--- src/rtl/cop_issue_q.sv ---
module cop_issue_q #(
  parameter int MQ_D    = 6,
  parameter int FQ_D    = 4,
  parameter int RW      = 3,
  parameter int M_LAT   = 6,
  parameter int F_LAT   = 7,
  parameter int IN_OCC  = 5,
  parameter int OUT_OCC = 10,
  parameter int STEAL   = 4
) (
  input  logic                        clk,
  input  logic                        rst,
  input  logic                        in_valid,
  input  logic [2:0]                  in_cls,
  input  logic [RW-1:0]               in_src,
  input  logic [RW-1:0]               in_dst,
  output logic                        stall,
  output logic                        issue_fire,
  output logic [2:0]                  issue_cls,
  output logic                        mq_push,
  output logic                        mq_pop,
  output logic                        fq_push,
  output logic                        fq_pop,
  output logic                        mq_full,
  output logic                        fq_full,
  output logic [$clog2(MQ_D+1)-1:0]   mq_level,
  output logic [$clog2(FQ_D+1)-1:0]   fq_level,
  output logic                        steal_active
);
  localparam int MCW = $clog2(MQ_D + 1);
  localparam int FCW = $clog2(FQ_D + 1);
  localparam int IW  = $clog2(MQ_D);
  localparam int MLW = $clog2(M_LAT + 1);
  localparam int FLW = $clog2(F_LAT + 1);
  localparam int HW  = $clog2((OUT_OCC > IN_OCC ? OUT_OCC : IN_OCC) + 1);
  localparam int SW  = $clog2(STEAL + 1);

  localparam logic [2:0] C_MED  = 3'd1;
  localparam logic [2:0] C_FP   = 3'd2;
  localparam logic [2:0] C_MOVI = 3'd3;
  localparam logic [2:0] C_INSW = 3'd4;
  localparam logic [2:0] C_MOVO = 3'd5;

  logic [MCW-1:0] mq_cnt, m_nxt;
  logic [FCW-1:0] fq_cnt, f_nxt;
  logic [RW-1:0]  mq_src [MQ_D];
  logic [RW-1:0]  mq_dst [MQ_D];
  logic [RW-1:0]  nq_src [MQ_D];
  logic [RW-1:0]  nq_dst [MQ_D];
  logic [MLW-1:0] mexec;
  logic [FLW-1:0] fexec;
  logic [RW-1:0]  mx_src, mx_dst;
  logic [HW-1:0]  hold;
  logic [SW-1:0]  steal;
  logic           ins_pend;
  logic           m_touch, m_pendw, hz, accept;
  logic [IW-1:0]  widx;

  always_comb begin
    m_touch = (mexec != '0) && (mx_src == in_dst || mx_dst == in_dst);
    m_pendw = (mexec != '0) && (mx_dst == in_src);
    for (int i = 0; i < MQ_D; i++) begin
      if (MCW'(i) < mq_cnt) begin
        if (mq_src[i] == in_dst || mq_dst[i] == in_dst) m_touch = 1'b1;
        if (mq_dst[i] == in_src) m_pendw = 1'b1;
      end
    end
  end

  always_comb begin
    case (in_cls)
      C_MED:          hz = mq_full;
      C_FP:           hz = fq_full;
      C_MOVI, C_INSW: hz = m_touch || (steal != '0);
      C_MOVO:         hz = m_pendw;
      default:        hz = 1'b0;
    endcase
  end

  assign stall        = (hold != '0) || (in_valid && hz);
  assign accept       = in_valid && !stall;
  assign issue_fire   = accept;
  assign issue_cls    = in_cls;
  assign mq_push      = accept && in_cls == C_MED;
  assign fq_push      = accept && in_cls == C_FP;
  assign mq_pop       = (mq_cnt != '0) && (mexec == '0) && (steal == '0);
  assign fq_pop       = (fq_cnt != '0) && (fexec == '0) && (steal == '0);
  assign m_nxt        = mq_cnt + MCW'(mq_push) - MCW'(mq_pop);
  assign f_nxt        = fq_cnt + FCW'(fq_push) - FCW'(fq_pop);
  assign mq_level     = mq_cnt;
  assign fq_level     = fq_cnt;
  assign steal_active = (steal != '0);
  assign widx         = IW'(mq_cnt - MCW'(mq_pop));

  always_comb begin
    for (int i = 0; i < MQ_D; i++) begin
      nq_src[i] = mq_src[i];
      nq_dst[i] = mq_dst[i];
    end
    if (mq_pop) begin
      for (int i = 0; i < MQ_D - 1; i++) begin
        nq_src[i] = mq_src[i+1];
        nq_dst[i] = mq_dst[i+1];
      end
    end
    if (mq_push) begin
      nq_src[widx] = in_src;
      nq_dst[widx] = in_dst;
    end
  end

  always_ff @(posedge clk) begin
    for (int i = 0; i < MQ_D; i++) begin
      mq_src[i] <= nq_src[i];
      mq_dst[i] <= nq_dst[i];
    end
  end

  always_ff @(posedge clk) begin
    if (rst) begin
      mq_cnt  <= '0;
      fq_cnt  <= '0;
      mq_full <= 1'b0;
      fq_full <= 1'b0;
    end else begin
      mq_cnt  <= m_nxt;
      fq_cnt  <= f_nxt;
      mq_full <= (m_nxt == MCW'(MQ_D));
      fq_full <= (f_nxt == FCW'(FQ_D));
    end
  end

  always_ff @(posedge clk) begin
    if (rst) begin
      mexec  <= '0;
      fexec  <= '0;
      mx_src <= '0;
      mx_dst <= '0;
    end else begin
      if (mq_pop) begin
        mexec  <= MLW'(M_LAT);
        mx_src <= mq_src[0];
        mx_dst <= mq_dst[0];
      end else if (mexec != '0 && steal == '0) begin
        mexec <= mexec - MLW'(1);
      end
      if (fq_pop) fexec <= FLW'(F_LAT);
      else if (fexec != '0 && steal == '0) fexec <= fexec - FLW'(1);
    end
  end

  always_ff @(posedge clk) begin
    if (rst) begin
      hold     <= '0;
      steal    <= '0;
      ins_pend <= 1'b0;
    end else begin
      if (accept && (in_cls == C_MOVI || in_cls == C_INSW)) hold <= HW'(IN_OCC - 1);
      else if (accept && in_cls == C_MOVO)                 hold <= HW'(OUT_OCC - 1);
      else if (hold != '0)                                 hold <= hold - HW'(1);

      if (accept && in_cls == C_INSW) ins_pend <= 1'b1;
      else if (hold == HW'(1))        ins_pend <= 1'b0;

      if (hold == HW'(1) && ins_pend) steal <= SW'(STEAL);
      else if (steal != '0)           steal <= steal - SW'(1);
    end
  end


  mq_full_chk: assert property (@(posedge clk) disable iff (rst)
    mq_full == (mq_cnt == MCW'(MQ_D)));


  fq_full_chk: assert property (@(posedge clk) disable iff (rst)
    fq_full == (fq_cnt == FCW'(FQ_D)));


  mq_grow_chk: assert property (@(posedge clk) disable iff (rst)
    (mq_push && !mq_pop) |=> (mq_cnt == $past(mq_cnt) + MCW'(1)));


  hold_stall_chk: assert property (@(posedge clk) disable iff (rst)
    (hold != '0) |-> stall);


  steal_freeze_chk: assert property (@(posedge clk) disable iff (rst)
    steal_active |-> (!mq_pop && !fq_pop));


  out_window_chk: assert property (@(posedge clk) disable iff (rst)
    (accept && in_cls == C_MOVO) |=> (hold == HW'(OUT_OCC - 1)));
endmodule

--- config.mk ---
export PLATFORM = sky130hd
export DESIGN_NAME = cop_issue_q
export DESIGN_NICKNAME = d
export VERILOG_FILES = /design/src/rtl/cop_issue_q.sv
export SDC_FILE = /design/constraint.sdc
export NUM_CORES = 1
export LEC_CHECK = 0
export BUFFER_PORTS_ARGS = -buffer_cell sky130_fd_sc_hd__buf_2
export CAP_MARGIN = 40
export CORE_ASPECT_RATIO = 0.6
export CORE_MARGIN = 4
export CORE_UTILIZATION = 42
export DETAILED_ROUTE_END_ITERATION = 8
export HOLD_SLACK_MARGIN = 0.12
export PLACE_DENSITY_LB_ADDON = 0.08
export SLEW_MARGIN = 20
export SYNTH_ARGS = -nofsm -noshare
export SYNTH_HDL_FRONTEND = slang
export SYNTH_SLANG_ARGS = --single-unit
--- constraint.sdc ---
create_clock -name clk -period 4.5 [get_ports clk]
set_clock_uncertainty 0.15 [all_clocks]
set_input_delay 0.9 -clock clk [delete_from_list [all_inputs] [get_ports clk]]
set_output_delay 0.9 -clock clk [all_outputs]
set_load 0.1 [all_outputs]
==> metrics.md <==
| Metric | Value |
|---|---|
| Initial Utilization | 0.4443 |
| Kind of critical path | flop to output pin |
| Hold depth | 2 |
| TritonRoute pass-1 iters | 4 |
| Post-layout min period | 4.210 ns |
| Top_reg_cell synth | dfxtp_1 |
| Most frequent cells in the layout | nand2_1, dfxtp_1, xor2_1 |
| CTS tree | done |
| FF-to-FF End | mq_src[0][2]$_DFF_P_ |
| Setup violators final | 0 |
| Fmax | 0.2375 GHz |
| Final wirelength | slightly below 10,000 µm |
| Iter 0 DRT Violations | between 200 and 250 |
| Simple-gate share of the synthesized area | 0.1853 |
| Post-Synthesis Cells | about 440 |
| TritonCTS Buffers | 9 |
| Post CTS Setup Buffer Count | 0 |
| WP data arrival | between 3 and 4 ns |
| Number of library cell types mapped by synthesis | 55 |
| FFs w/ async S/R, synth | 0 |
| Clk Latency, worst-skew pair | between 0.3 and 0.4 ns |
| Total track usage | 0.1821 |
| GRT overflow | 0 |
| Synth Area in Adders | 0.07118 |
| CTS resizes | 0 |
| Full die area | roughly 11,000 µm² |
| Root Driver | clkbuf_16 |
| Final Cycle Share | 0.9357 |
| RR Startpoint | steal[0]$_SDFFE_PP0N_ |
| Core area | roughly 8800 µm² |
| Worst R2R Setup Slack | between 0.9 and 1 ns |
| Initial antenna violation count | 0 |
| Nets@finish | just under 500 |
| Startpoint types | flop |
| Layout cells sized above 1 | 0.1333 |
| Largest net degree at the start of global routing | 39 |
| RSZ-0062 raised after global routing | no |
| Max clock buf depth | 2 |
| Largest family of logic cells by synthesized area | simple AND/OR/NAND/NOR gates |
| Area grow syn2layout | 11.03% |
| Routed vias | between 3,000 and 4,000 |
| Least-Margin Pin Slew | between 0.7 and 0.8 ns |
| Dpl hpwl | 6825 µm |
| Status | completed |
| Pwr dens | slightly above 800 nW/µm² |
| Top Ports | 30 |
| Commonest non-fill, non-tap cell in the layout | nand2_1 |
| Clk slew on worst S/H paths | 0.05 ns |
| Seq/Total Area, Yosys | 0.3437 |
| Clk sinks | 64 |
| WHS Endpoint | mx_src[1]$_SDFFE_PP0P_ |
| Vias/cell | around 5.3 |
| DRC errors left | 0 |
| Max-slew headroom | 0.4683 |
| Post-DRT Antenna Nets | 0 |
| Setup ws final | roughly 0.29 ns |
| P_leak | approximately 1.8 nW |
| Row cnt | 26 |
| Peak VDD IR | ~300 µV |
| Syn avg cell area | just under 9 µm² |
| Synth Area in XOR/XNOR | 0.1616 |
| Avg WL per Cell | about 17 µm |
| Worst Min Path Start | mx_src[1]$_SDFFE_PP0P_ |
| Fin. max-slew vios | 0 |
| Syn_nets | ~480 |
| Mapped cell area | about 3900 µm² |
| Final Hold Vio Count | 0 |
| H-tree level count | 3 |
| Max-Cap Viols | 0 |
| Worst min path class | flop to flop |
| Mux cell area share after synthesis | 0.04873 |
| IO Port Bufs | 29 |
| Synthesis-stage register bit count | 64 |
| Final core occ | 0.4933 |
| First-pass GRT wire length | roughly 15,000 µm |
| Critical Path Fanout Max | 6 |
| Worst reg-to-reg path cell count | 13 |
| Total power | between 3 and 4 mW |
| Post-synth EDFFs | 6 |
| Syn. warnings | 0 |
| Ant diodes | 0 |
| Pre-CTS setup slack | 0.3859 ns |
| CTS Hold Bufs | 0 |
| Compound-Gate Fraction of Synth Area | 0.1151 |
| Setup tns final | 0 ns |
| Critical Path Sink Type | output pin |
| Req. time, crit path | ~3.5 ns |
| Chip width | around 130 µm |
| Die height | 82.67 µm |
| Vias in the first global route | 2,835 |
| FILL cells | 840 |
| Routability congestion estimate | between 0.8 and 0.9 |
power breakdown:
group / switching [mW] / internal [mW]
combinational: 1.15 / 0.624
sequential: 0.261 / 0.811
clock: 0.248 / 0.417
total: 1.65 / 1.85
sequential cells by signal (all words and copies together) (netlist names), named ones only:
| name | flops |
|---|---|
| fexec | 3 |
| mq_level | 3 |
| fq_level | 3 |
| mq_full | 1 |
| mexec | 3 |
| fq_full | 1 |
| ins_pend | 1 |
| mq_dst | 15 |
| hold | 4 |
| mx_dst | 3 |
| mx_src | 3 |
| steal | 3 |
| mq_src | 15 |
cell usage after synthesis (2+ instances only):
cell	number	share of area
fa_1	2	0.010
o21ai_0	14	0.018
xor2_1	46	0.10
nor4_1	13	0.021
mux2i_1	19	0.049
and3b_1	2	0.0045
dfxtp_1	58	0.30
inv_1	22	0.021
o41ai_1	2	0.0045
a211o_1	2	0.0045
a21oi_1	16	0.021
nand3_1	4	0.0051
a211oi_1	5	0.0096
and3_1	2	0.0032
clkbuf_1	8	0.0077
buf_6	7	0.020
o21ai_1	9	0.012
nor4_2	2	0.0064
o31ai_1	2	0.0038
buf_4	6	0.012
edfxtp_1	6	0.046
a31oi_1	13	0.021
nand4_1	3	0.0048
ha_1	19	0.061
and2b_1	3	0.0058
buf_2	5	0.0064
nor2b_1	5	0.0080
nor3_1	6	0.0077
nand3b_1	3	0.0058
nand2_1	64	0.062
xnor2_1	26	0.058
and2_1	2	0.0032
nor2_1	24	0.023
how the worst max path moves through the flow:
stage               slack, ns  depth (start not counted)          to              startpoint
floorplan                0.11                          6  issue_fire  mq_level[2]$_SDFF_PP0_
global placement         0.45                          8  issue_fire               in_src[2]
detailed placement       0.39                          8  issue_fire               in_src[2]
CTS                      0.27                          9       stall  mq_level[1]$_SDFF_PP0_
global route             0.06                          9       stall  mq_level[1]$_SDFF_PP0_
finish                   0.29                          9       stall  mq_level[1]$_SDFF_PP0_
per-stage QoR:
| stage | hold slack (ns) | cells | cell area (µm²) |
|---|---|---|---|
| floorplan | 0.2959 | 442 | 3919 |
| global placement | 0.3190 | 560 | 4041 |
| detailed placement | 0.3171 | 560 | 4041 |
| CTS | 0.3245 | 576 | 4328 |
| global route | 0.3521 | 577 | 4333 |
| finish | 0.3269 | 577 | 4333 |
cell type report:
type / count / area [µm²] / area share
Clock buffer: 14 / 274.0 / 0.06324
Multi-Input combinational cell: 328 / 2295 / 0.5296
Sequential cell: 64 / 1341 / 0.3096
Tap cell: 112 / 140.1 / 0.03234
Clock inverter: 2 / 12.51 / 0.002888
Timing Repair Buffer: 35 / 187.7 / 0.04332
Inverter: 22 / 82.58 / 0.01906
logic make-up (layout without fill, tap and decap cells):
group           after synthesis  in the layout
simple gates                144            144
flops                        64             64
compound gates               72             72
buf+inv                      50             73
fa+ha+maj                    21             21
mux                          19             19
xor+xnor                     72             72
critical path, cell delays in order (launching register included):
cell	delay [ns]
dfxtp_1	0.49
inv_1	0.16
ha_1	0.32
and2b_1	0.23
nor4_1	0.36
a311o_1	0.21
nor4_2	0.07
nor3b_1	0.40
a311o_2	0.18
buf_2	0.41
layer usage:
| layer | track usage | part of all wire | up-vias |
|---|---|---|---|
| li1 | - | - | 1537 |
| met1 | 0.2781 | 0.55 | 1463 |
| met2 | 0.2477 | 0.39 | 68 |
| met3 | 0.04782 | 0.052 | 7 |
| met4 | 0.04979 | 0.0091 | 0 |
| met5 | 0 | 0 | - |
Power figures use the tool's default switching activity.
